[src/rtl/tk_pkg.sv]
package tk_pkg;
  localparam int CLK_REGS = 8;
  localparam logic [2:0] IDX_CTRL = 3'd0;
  localparam logic [2:0] IDX_SEC = 3'd1;
  localparam logic [2:0] IDX_HOUR = 3'd3;
  localparam logic [2:0] IDX_DAY = 3'd4;
  localparam int BIT_FREEZE = 6;
  localparam int BIT_SET = 7;
  localparam int BIT_STOP = 7;
  localparam int BIT_FTEST = 6;

  typedef struct packed {
    logic ramWe;
    logic clkWe;
    logic [2:0] clkIdx;
    logic refresh;
    logic loadGo;
    logic drive;
  } strobe_t;

  function automatic logic [7:0] fieldMask(input logic [2:0] idx);
    case (idx)
      3'd1, 3'd2: fieldMask = 8'h7F;
      3'd3, 3'd5: fieldMask = 8'h3F;
      3'd4: fieldMask = 8'h07;
      3'd6: fieldMask = 8'h1F;
      3'd7: fieldMask = 8'hFF;
      default: fieldMask = 8'h00;
    endcase
  endfunction
endpackage

[src/rtl/tk_ctrl.sv]
module tk_ctrl
  import tk_pkg::*;
#(
  parameter int ADDR_W = 5
) (
  input  logic              ceN,
  input  logic              oeN,
  input  logic              weN,
  input  logic              powerFail,
  input  logic [ADDR_W-1:0] addr,
  input  logic [7:0]        dIn,
  input  logic [7:0]        ctrlByte,
  input  logic              tick1Hz,
  output strobe_t           st
);
  logic selected;
  logic writeCyc;
  logic inClock;

  always_comb begin
    selected = !ceN && !powerFail;
    writeCyc = selected && !weN;
    inClock = &addr[ADDR_W-1:3];
    st.ramWe = writeCyc && !inClock;
    st.clkWe = writeCyc && inClock;
    st.clkIdx = addr[2:0];
    st.drive = selected && !oeN && weN;
    st.refresh = tick1Hz && !ctrlByte[BIT_FREEZE] && !ctrlByte[BIT_SET] && !st.clkWe;
    st.loadGo = st.clkWe && (addr[2:0] == IDX_CTRL) && ctrlByte[BIT_SET] && !dIn[BIT_SET];
  end
endmodule

[src/rtl/tk_datapath.sv]
module tk_datapath
  import tk_pkg::*;
#(
  parameter int ADDR_W = 5
) (
  input  logic              clk,
  input  logic              rstN,
  input  strobe_t           st,
  input  logic [ADDR_W-1:0] addr,
  input  logic [7:0]        dIn,
  input  logic [55:0]       calSnap,
  input  logic              sq512,
  output logic [7:0]        dOut,
  output logic              dOe,
  output logic [7:0]        ctrlByte,
  output logic              calLoad,
  output logic [55:0]       calLoadVal,
  output logic              oscStop
);
  localparam int DEPTH = 1 << ADDR_W;
  localparam int LOW_DEPTH = DEPTH - CLK_REGS;

  logic [7:0] ram [LOW_DEPTH];
  logic [7:0] usr [CLK_REGS];
  logic [55:0] usrPacked;
  logic [7:0] rdByte;
  logic inClock;

  always_comb begin
    for (int k = 1; k < CLK_REGS; k++) usrPacked[8*(k-1) +: 8] = usr[k];
  end

  always_ff @(posedge clk) begin
    if (!rstN) begin
      for (int k = 0; k < LOW_DEPTH; k++) ram[k] <= '0;
      for (int k = 0; k < CLK_REGS; k++) usr[k] <= '0;
      calLoad <= 1'b0;
      calLoadVal <= '0;
    end else begin
      if (st.ramWe) ram[addr] <= dIn;
      for (int k = 0; k < CLK_REGS; k++) begin
        if (st.clkWe && st.clkIdx == 3'(k))
          usr[k] <= dIn;
        else if (st.refresh)
          usr[k] <= (usr[k] & ~fieldMask(3'(k))) | (calSnap[8*((k+7)%8) +: 8] & fieldMask(3'(k)));
      end
      calLoad <= st.loadGo;
      if (st.loadGo) calLoadVal <= usrPacked;
    end
  end

  always_comb begin
    inClock = &addr[ADDR_W-1:3];
    rdByte = inClock ? usr[addr[2:0]] : ram[addr];
    if (inClock && addr[2:0] == IDX_SEC && usr[IDX_DAY][BIT_FTEST] && !usr[IDX_SEC][BIT_STOP])
      rdByte[0] = sq512;
    dOe = st.drive;
    dOut = st.drive ? rdByte : 8'h00;
    ctrlByte = usr[IDX_CTRL];
    oscStop = usr[IDX_SEC][BIT_STOP];
  end


  frozen_hold_chk: assert property (@(posedge clk) disable iff (!rstN)
    ($past(usr[IDX_CTRL][BIT_FREEZE] | usr[IDX_CTRL][BIT_SET]) && !$past(st.clkWe)) |-> $stable(usrPacked));


  load_on_clear_chk: assert property (@(posedge clk) disable iff (!rstN)
    calLoad |-> ($past(usr[IDX_CTRL][BIT_SET]) && !usr[IDX_CTRL][BIT_SET]));


  spare_hold_chk: assert property (@(posedge clk) disable iff (!rstN)
    !$past(st.clkWe) |-> $stable(usr[IDX_HOUR][7:6]));
endmodule

[src/rtl/timekeep_ram.sv]
module timekeep_ram
  import tk_pkg::*;
#(
  parameter int ADDR_W = 5
) (
  input  logic              clk,
  input  logic              rstN,
  input  logic              ceN,
  input  logic              oeN,
  input  logic              weN,
  input  logic [ADDR_W-1:0] addr,
  input  logic [7:0]        dIn,
  output logic [7:0]        dOut,
  output logic              dOe,
  input  logic              powerFail,
  output logic              pfoN,
  input  logic              tick1Hz,
  input  logic              sq512,
  input  logic [55:0]       calSnap,
  output logic              calLoad,
  output logic [55:0]       calLoadVal,
  output logic              oscStop
);
  strobe_t st;
  logic [7:0] ctrlByte;

  tk_ctrl #(.ADDR_W(ADDR_W)) ctrl (
    .ceN(ceN), .oeN(oeN), .weN(weN), .powerFail(powerFail), .addr(addr),
    .dIn(dIn), .ctrlByte(ctrlByte), .tick1Hz(tick1Hz), .st(st)
  );

  tk_datapath #(.ADDR_W(ADDR_W)) dp (
    .clk(clk), .rstN(rstN), .st(st), .addr(addr), .dIn(dIn), .calSnap(calSnap),
    .sq512(sq512), .dOut(dOut), .dOe(dOe), .ctrlByte(ctrlByte), .calLoad(calLoad),
    .calLoadVal(calLoadVal), .oscStop(oscStop)
  );

  assign pfoN = !powerFail;


  pf_no_drive_chk: assert property (@(posedge clk) disable iff (!rstN)
    powerFail |-> !dOe);


  no_drive_on_write_chk: assert property (@(posedge clk) disable iff (!rstN)
    dOe |-> (weN && !oeN && !ceN));
endmodule

[config.mk]
export PLATFORM = sky130hd
export DESIGN_NAME = timekeep_ram
export DESIGN_NICKNAME = d
export VERILOG_FILES = /design/src/rtl/tk_pkg.sv /design/src/rtl/tk_ctrl.sv /design/src/rtl/tk_datapath.sv /design/src/rtl/timekeep_ram.sv
export SDC_FILE = /design/constraint.sdc
export NUM_CORES = 1
export LEC_CHECK = 0
export CORE_ASPECT_RATIO = 1.25
export CORE_UTILIZATION = 60
export CTS_BUF_LIST = sky130_fd_sc_hd__clkbuf_16
export CTS_CLUSTER_SIZE = 24
export DETAILED_ROUTE_END_ITERATION = 10
export DONT_BUFFER_PORTS = 1
export GPL_TIMING_DRIVEN = 0
export PLACE_DENSITY = 0.81
export SYNTH_ARGS = -nofsm -noshare
export SYNTH_HDL_FRONTEND = slang
export SYNTH_SLANG_ARGS = --single-unit
[constraint.sdc]
create_clock -name clk -period 4.7 [get_ports clk]
set_input_delay 0.94 -clock clk [delete_from_list [all_inputs] [get_ports clk]]
set_output_delay 0.94 -clock clk [all_outputs]
set_load 0.1 [all_outputs]
## Word-level counts from Yosys, hierarchy flattened

Memory sizes are Yosys's and may differ from the RTL's.
Index checks and enable logic that the tools add are counted.

| word-level totals | value |
|---|---|
| logic and storage cells | 189 |
| register bits after elaboration | 57 |
| input bits | 77 |
| output and inout bits | 68 |
| memories | 2 |
| bits in writable memories | 256 |

Memory list:

| name | depth | width | read ports | clocked after memory_dff | write ports | line | source |
|---|---|---|---|---|---|---|---|
| dp.ram | 24 | 8 | 1 | 0 | 24 | tk_datapath.sv:23 | `logic [7:0] ram [LOW_DEPTH];` |
| dp.usr | 8 | 8 | 9 | 0 | 8 | tk_datapath.sv:24 | `logic [7:0] usr [CLK_REGS];` |

| cells by class | value |
|---|---|
| muxes and demuxes | 97 |
| reductions and logical operators | 35 |
| bitwise gates (word level) | 46 |
| equal/unequal tests | 7 |

Operators with widths:

| cell | count |
|---|---|
| two-way mux 8 bit | 41 |
| AND 8 bit | 15 |
| NOT 8 bit | 8 |
| OR 8 bit | 7 |
| two-way mux 1 bit | 55 |
| logical AND 1 bit | 22 |
| OR 1 bit | 16 |
| equality test 3 bit (second input constant) | 4 |
| logical NOT 1 bit | 10 |
| OR reduction 8 bit | 1 |
| equality test 3 x 2 -> 1 bit (second input constant) | 2 |
| two-way mux 5 bit | 1 |
| equality test 3 x 1 -> 1 bit (second input constant) | 1 |
| logical NOT 3 bit | 1 |
| AND reduction 2 bit | 1 |

## Depth between registers and ports, before layout

Gate-level depths: netlist of run 1.

| depth | value |
|---|---|
| depth after elaboration | 13 |
| gate-level depth with buffers | 9 |
| depth with buffers taken out | 5 |

## Hierarchy

From an unflattened synthesis of run 1, not the netlist that was laid out.

| unflattened totals | value |
|---|---|
| cell total of the unflattened synthesis | 1133 |
| area total of the unflattened synthesis | 14592.7 um2 |

By module, submodules not included:

| module | sequential area each (um2) | area each (um2) | instances | cells an instance |
|---|---|---|---|---|
| tk_datapath | 8828.5 | 14497.7 | 1 | 1120 |
| tk_ctrl | 0.0 | 91.3 | 1 | 12 |
| timekeep_ram | 0.0 | 3.8 | 1 | 1 |

## Worst setup path after synthesis of run 1

Ideal clock, no wire load.

| timing | value |
|---|---|
| kind | input port to output port |
| start point | input port oeN |
| end point | output port dOut[1] |
| buffers on the path | 1 |
| arrival | 4.200 ns |
| required time | 3.760 ns |
| cell stages on the path | 5 |
| setup slack | -0.440 ns |
| path through | or4b_2 > clkbuf_1 > inv_1 > nand2b_1 > o22ai_1 |

| on the way | value |
|---|---|
| longest elaborated chain between the ends | 4 |

Ends and longest elaborated chain:

| item | line | source |
|---|---|---|
| from (decl) | timekeep_ram.sv:9 | `input logic oeN,` |
| logical NOT 1 bit | tk_ctrl.sv:27 | `st.drive = selected && !oeN && weN;` |
| logical AND 1 bit (2 in series) | tk_ctrl.sv:27 |  |
| named net dOe | timekeep_ram.sv:14 | `output logic dOe,` |
| two-way mux 8 bit | tk_datapath.sv:58 | `dOut = st.drive ? rdByte : 8'h00;` |
| to (decl) | timekeep_ram.sv:13 | `output logic [7:0] dOut,` |

The timed path passes the listed nets, and every way through them passes these cells.

## Final worst setup path of run 1

| timing | value |
|---|---|
| start point | input port oeN |
| end point | output port dOut[3] |

Same word-level chain as after synthesis.

==> flow_metrics.env, run 1 <==
export IMPL_status="complete, no violations"
export IMPL_required_ns=3.76
export IMPL_routedWlPerCell_um=27.4
export IMPL_antenna_left=0
export IMPL_reg2reg_depth=5
export IMPL_p_leak_nw=6.02
export IMPL_cts_setup_buffers=0
export IMPL_fin_ws_ns=0.116
export IMPL_synth_top_area_frac=0.536
export IMPL_grtUsageMet2=0.538
export IMPL_criticalPathCategory="input port to primary output"
export IMPL_max_freq_ghz=0.218
export IMPL_fin_cells=1443
export IMPL_portBuffers=0
export IMPL_hold_depth=2
export IMPL_top_level_ports=145
export IMPL_min_period_over_period=0.975
export IMPL_rows=62
export IMPL_seqPwrFrac=0.552
export IMPL_start_util=0.618
export IMPL_rsz0062_at_grt="false"
export IMPL_areaGrowthSynthToFinish_pct=9.17
export IMPL_grt_overflow_total=0
export IMPL_sw_frac_of_total=0.239
export IMPL_skew_ns=0.0106
export IMPL_h_tree_depth=1
export IMPL_clkTransAtPathRegs_ns=0.06
export IMPL_final_hold_violation_count=0
export IMPL_combPwrFrac=0.081
export IMPL_maxSlewHeadroom=0.0760
export IMPL_max_cap_violations=0
export IMPL_firstDrtPassIters=6
export IMPL_die_x_um=140
export IMPL_setup_viol=0
export IMPL_powerDensity_nw_per_um2=368
export IMPL_synth_main_ff_cell="edfxtp_1"
export IMPL_grt_busiest_layer="met2"
export IMPL_antenna_found_initial=0
export IMPL_root_buffer="clkbuf_16"
export IMPL_yosysMostFrequentCell="edfxtp_1"
export IMPL_async_flop_share=0
export IMPL_vias=9380
export IMPL_syn_instance_count=1099
export IMPL_syn_area_um2=14300
export IMPL_grt_pass1_vias=9545
export IMPL_slowest_stage="o22ai_4"
export IMPL_crit_path_max_incr_delay_ns=0.71
export IMPL_track_usage=0.332
export IMPL_syn_num_nets=1176
export IMPL_hpwl_um=28900
export IMPL_peakVddDrop_mv=0.248
export IMPL_tritoncts="done"
export IMPL_intPower_mw=4.38
export IMPL_route_detailed_drc=0
export IMPL_die_area_um2=24500
export IMPL_cts_sinks=313
export IMPL_cp_start_kind="input port"
export IMPL_drive_above_1_share=0.113
export IMPL_die_h_um=175
export IMPL_end_kind="primary output"
export IMPL_min_period_ns=4.58
export IMPL_final_max_slew_viol_count=0
export IMPL_place_ws_ns=-0.369
export IMPL_critical_path_cell_chain="or4b_2, clkbuf_1, clkinvlp_4, nand2b_2, o22ai_4"
export IMPL_use_met1=0.399
export IMPL_numCtsBuffers=29
export IMPL_avgSynthCellArea_um2=13.0
export IMPL_netSwitchingPower_mw=1.38
export IMPL_grt_pass1_wl_um=58900
export IMPL_synth_warnings=0
export IMPL_coreArea_um2=23200
export IMPL_fillers=1635
export IMPL_gr_usage_met3=0.0655
export IMPL_synth_top_cell_by_area="edfxtp_1"
export IMPL_ys_seq_elements=313
export IMPL_cts_hold_buf=0
export IMPL_fin_nets=1209
export IMPL_synth_edf_count=256
export IMPL_cts_resized=9
export IMPL_clk_latency_ns=0.56
export IMPL_crit_path_max_fanout=8
export IMPL_vias_per_cell=6.50
export IMPL_wl_um=39500
export IMPL_grt_max_degree=16
export IMPL_yosysUniqueCellTypes=48
export IMPL_clockPowerShare=0.367
export IMPL_hold_class="flip-flop to flip-flop"
export IMPL_ys_top_cells_by_count="edfxtp_1, and2_1, nor2_1, mux2i_1, nand2_1"
export IMPL_clockBufferDepth=3
export IMPL_crit_arrival_ns=3.64
export IMPL_drtIter0Drc=918
export IMPL_gp_congestion=1.00
export IMPL_dp_cells=1387
export IMPL_tightest_slew_ns=1.38
export IMPL_synthTopCellsByArea="edfxtp_1, and2_1, dfxtp_1"
export IMPL_ys_seq_area_frac=0.616
## logic make-up after synthesis
family | count (synthesis) | synth area share
flip-flops | 313 | 0.616
multiplexers | 145 | 0.135
buffers and inverters | 88 | 0.0291
AND/OR/NAND/NOR | 419 | 0.157
AO/OA/AOI/OAI | 134 | 0.0632
## worst max-delay path, delay by kind of cell
kind                   cells  cell delay (ns)
and+or+nand+nor            2             0.96
buffers and inverters      2             1.02
AOI/OAI and AO/OA          1             0.71
## routing by layer
layer  part of all wire  vias up
li1                   -     4098
met1               0.34     4480
met2               0.48      640
met5                  0        -
met4              0.075        0
met3               0.10      162
## cells in the final DEF (no fill, tap or decap), drive strengths merged, types with 10 or more instances in the layout
cell / count
edfxtp: 256
and2: 196
nor2: 108
mux2i: 105
clkbuf: 79
nand2: 59
dfxtp: 57
mux4: 39
buf: 34
a22o: 30
a21oi: 26
o21ai: 26
o22ai: 19
clkinv: 17
and3: 14
inv: 11
nor3: 10
## state kept, by name, summed over array words and instances (netlist names)
| signal | count |
|---|---|
| dp.calLoadVal | 56 |
| dp.calLoad | 1 |
| dp.ram | 192 |
| dp.usr | 64 |
## per-stage QoR
| step | TNS, ns | hold WS (ns) | util | cell area, um2 | total power [mW] |
|---|---|---|---|---|---|
| floorplan | -2.62 | 0.473 | - | 14300 | 3.50 |
| global placement | -5.28 | 0.487 | 0.634 | 14700 | 3.67 |
| detailed placement | -1.98 | 0.493 | 0.636 | 14700 | 3.68 |
| CTS | 0 | 0.505 | 0.674 | 15600 | 5.73 |
| global route | 0 | 0.541 | 0.675 | 15700 | 5.88 |
| finish | 0 | 0.506 | 0.675 | 15700 | 5.76 |
## power groups by stage
stage	Clock (mW)	Sequential, mW	Combinational [mW]
detailed placement	0	3.24	0.443
global placement	0	3.23	0.434
floorplan	0	3.21	0.294
global route	2.22	3.19	0.481
finish	2.11	3.18	0.465
CTS	2.10	3.18	0.454
## cell type report
| class | count | area, um2 | share of cell area |
|---|---|---|---|
| flip-flops and latches | 313 | 8830 | 0.564 |
| multi-input cells | 698 | 5200 | 0.332 |
| clock buffers | 29 | 726 | 0.0464 |
| plain buffers | 82 | 395 | 0.0253 |
| well taps | 288 | 360 | 0.0230 |
| clock inverters | 24 | 106 | 0.00679 |
| inverters | 6 | 26.3 | 0.00168 |
| repair buffers | 2 | 10.0 | 0.000639 |
| diodes | 1 | 2.50 | 0.000160 |
## final timing paths
check             slack [ns]                 to          from
setup / recovery        0.12            dOut[3]           oeN
hold / removal          0.51  dp.calLoadVal[44]  dp.usr[6][4]
setup reg to reg        2.27       dp.usr[2][6]  dp.usr[0][7]
hold reg to reg         0.51  dp.calLoadVal[44]  dp.usr[6][4]
Power figures use the tool's default switching activity.
==> inputs of run 2 (changes only) <==
- CORE_MARGIN: default -> 2
==> run 2 against run 1 <==
Against the previous run:
- the run now ends with capacitance limit, slew limit left
- clock power grew 9%
- largest cell class unchanged
- cell count grew 0.42%
- die area grew 2.6%
- register-to-register slack lost 0.09 ns
- power grew 3.2%
- setup slack lost 0.011 ns
==> flow_metrics.env, run 2 (synthesis results as in run 1) <==
export IMPL_status="finished, violations left"
export IMPL_violations="capacitance limit, slew limit"
export IMPL_fin_ws_ns=0.105
export IMPL_skew_ns=0.00690
export IMPL_vias_per_cell=6.56
export IMPL_areaGrowthSynthToFinish_pct=9.83
export IMPL_reg2reg_slack_ns=2.18
export IMPL_root_buffer="clkbuf_16"
export IMPL_vias=9508
export IMPL_fin_cells=1449
export IMPL_final_max_slew_viol_count=1
export IMPL_route_detailed_drc=0
export IMPL_tritoncts="done"
export IMPL_maxSlewHeadroom=-0.00135
export IMPL_use_met1=0.410
export IMPL_min_period_ns=4.59
export IMPL_final_hold_violation_count=0
export IMPL_antenna_cells=0
export IMPL_grt_max_degree=15
export IMPL_combPwrFrac=0.079
export IMPL_drive_above_1_share=0.114
export IMPL_gr_usage_met3=0.0687
export IMPL_cts_sinks=313
export IMPL_min_period_over_period=0.978
export IMPL_portBuffers=0
export IMPL_max_freq_ghz=0.218
export IMPL_grt_pass1_vias=9476
export IMPL_tightest_slew_ns=1.50
export IMPL_wl_um=41800
export IMPL_coreArea_um2=23600
export IMPL_reg2reg_depth=5
export IMPL_final_common_cell="edfxtp_1"
export IMPL_crit_path_max_incr_delay_ns=1.07
export IMPL_rsz0062_at_grt="false"
export IMPL_rows=63
export IMPL_fin_area_um2=15700
export IMPL_setup_viol=0
export IMPL_track_usage=0.334
export IMPL_sw_frac_of_total=0.241
export IMPL_die_h_um=177
export IMPL_p_leak_nw=6.06
export IMPL_final_cell_mix="edfxtp_1, and2_1, nor2_1, mux2i_1, nand2_1"
export IMPL_min_from="dp.usr[1][1]"
export IMPL_netSwitchingPower_mw=1.43
export IMPL_antenna_found_initial=0
export IMPL_die_x_um=142
export IMPL_crit_arrival_ns=3.65
export IMPL_cp_start_kind="input port"
export IMPL_drtIter0Drc=983
export IMPL_largest_registers="dp.ram x192, dp.usr x64, dp.calLoadVal x56"
export IMPL_powerDensity_nw_per_um2=377
export IMPL_h_tree_depth=1
export IMPL_hold_depth=2
export IMPL_routedWlPerCell_um=28.9
export IMPL_intPower_mw=4.51
export IMPL_die_area_um2=25200
export IMPL_max_cap_violations=1
export IMPL_critical_path_cell_chain="buf_2, clkbuf_1, nand3_1, nor2b_1, a211oi_1, a31oi_2"
export IMPL_clockPowerShare=0.386
export IMPL_grt_busiest_layer="met2"
export IMPL_seqPwrFrac=0.535
export IMPL_firstDrtPassIters=7
export IMPL_clk_latency_ns=0.56
export IMPL_cts_setup_buffers=0
export IMPL_slowest_stage="a31oi_2"
export IMPL_regMostFlops="dp.ram"
export IMPL_top_level_ports=145
export IMPL_largest_register_ff_count=192
export IMPL_placed_area_um2=14800
export IMPL_required_ns=3.76
export IMPL_grt_overflow_total=0
export IMPL_numCtsBuffers=30
export IMPL_peakVddDrop_mv=0.318
export IMPL_gp_congestion=1.06
export IMPL_place_ws_ns=-0.348
export IMPL_r2r_end="dp.usr[2][5]"
export IMPL_tns_ns=0
export IMPL_dp_cells=1391
export IMPL_grt_pass1_wl_um=60900
export IMPL_clockBufferDepth=3
export IMPL_end_kind="primary output"
export IMPL_start_util=0.608
export IMPL_fin_nets=1210
export IMPL_fillers=1683
export IMPL_hold_end="dp.calLoadVal[1]"
export IMPL_hpwl_um=30600
export IMPL_crit_path_max_fanout=10
export IMPL_hold_class="flip-flop to flip-flop"
export IMPL_criticalPathCategory="input port to primary output"
export IMPL_antenna_left=0
export IMPL_worstReg2RegStart="dp.usr[0][7]"
export IMPL_grtUsageMet2=0.557
export IMPL_clkTransAtPathRegs_ns=0.07
run 2: cell count changes in the layout (fill, tap and decap cells not counted), sizes merged:
cell	delta
clkbuf	+3
clkinv	-2
inv	+2
buf	-1
bufinv	+1
diode	-1
run 2: power by group through the flow:
stage / Clock [mW] / Combinational, mW / Sequential, mW
after global placement: 0 / 0.442 / 3.23
after floorplan: 0 / 0.294 / 3.21
after detailed placement: 0 / 0.450 / 3.24
after CTS: 2.29 / 0.461 / 3.18
after global routing: 2.39 / 0.488 / 3.19
final: 2.29 / 0.471 / 3.18
run 2: what timing repair did:
item                                    4_1_cts  5_1_grt
hold buffers                                  0        0
endpoints found under the setup margin        7        0
resized for setup                             9        0
run 2: how the worst max path moves through the flow:
stage | from | end
2_1_floorplan | oeN | dOut[1]
3_3_place_gp | oeN | dOut[2]
3_5_place_dp | oeN | dOut[3]
4_1_cts | oeN | dOut[3]
5_1_grt | addr[2] | dOut[4]
6_report | addr[2] | dOut[4]
run 2: stage by stage:
stage | total power, mW | hold WS (ns) | util
2_1_floorplan | 3.50 | 0.473 | -
3_3_place_gp | 3.67 | 0.490 | 0.624
3_5_place_dp | 3.69 | 0.495 | 0.626
4_1_cts | 5.93 | 0.523 | 0.667
5_1_grt | 6.06 | 0.543 | 0.668
6_report | 5.94 | 0.517 | 0.668
run 2: layout make-up:
type | instances | area (um2) | area share
clock inverters | 25 | 143 | 0.00906
well taps | 292 | 365 | 0.0232
flip-flops and latches | 313 | 8830 | 0.561
multi-input cells | 698 | 5200 | 0.330
inverters | 6 | 26.3 | 0.00167
clock buffers | 31 | 776 | 0.0493
repair buffers | 2 | 15.0 | 0.000954
plain buffers | 82 | 395 | 0.0251
run 2: metal layers:
layer / up-vias / share of wire
met5: - / 0
met4: 0 / 0.065
met3: 157 / 0.10
met2: 609 / 0.48
met1: 4653 / 0.35
li1: 4089 / -
run 2: critical path, delay by kind of cell:
family | cells | cell delay [ns]
AOI/OAI and AO/OA | 2 | 1.16
buffers and inverters | 2 | 0.78
and+or+nand+nor | 2 | 0.76
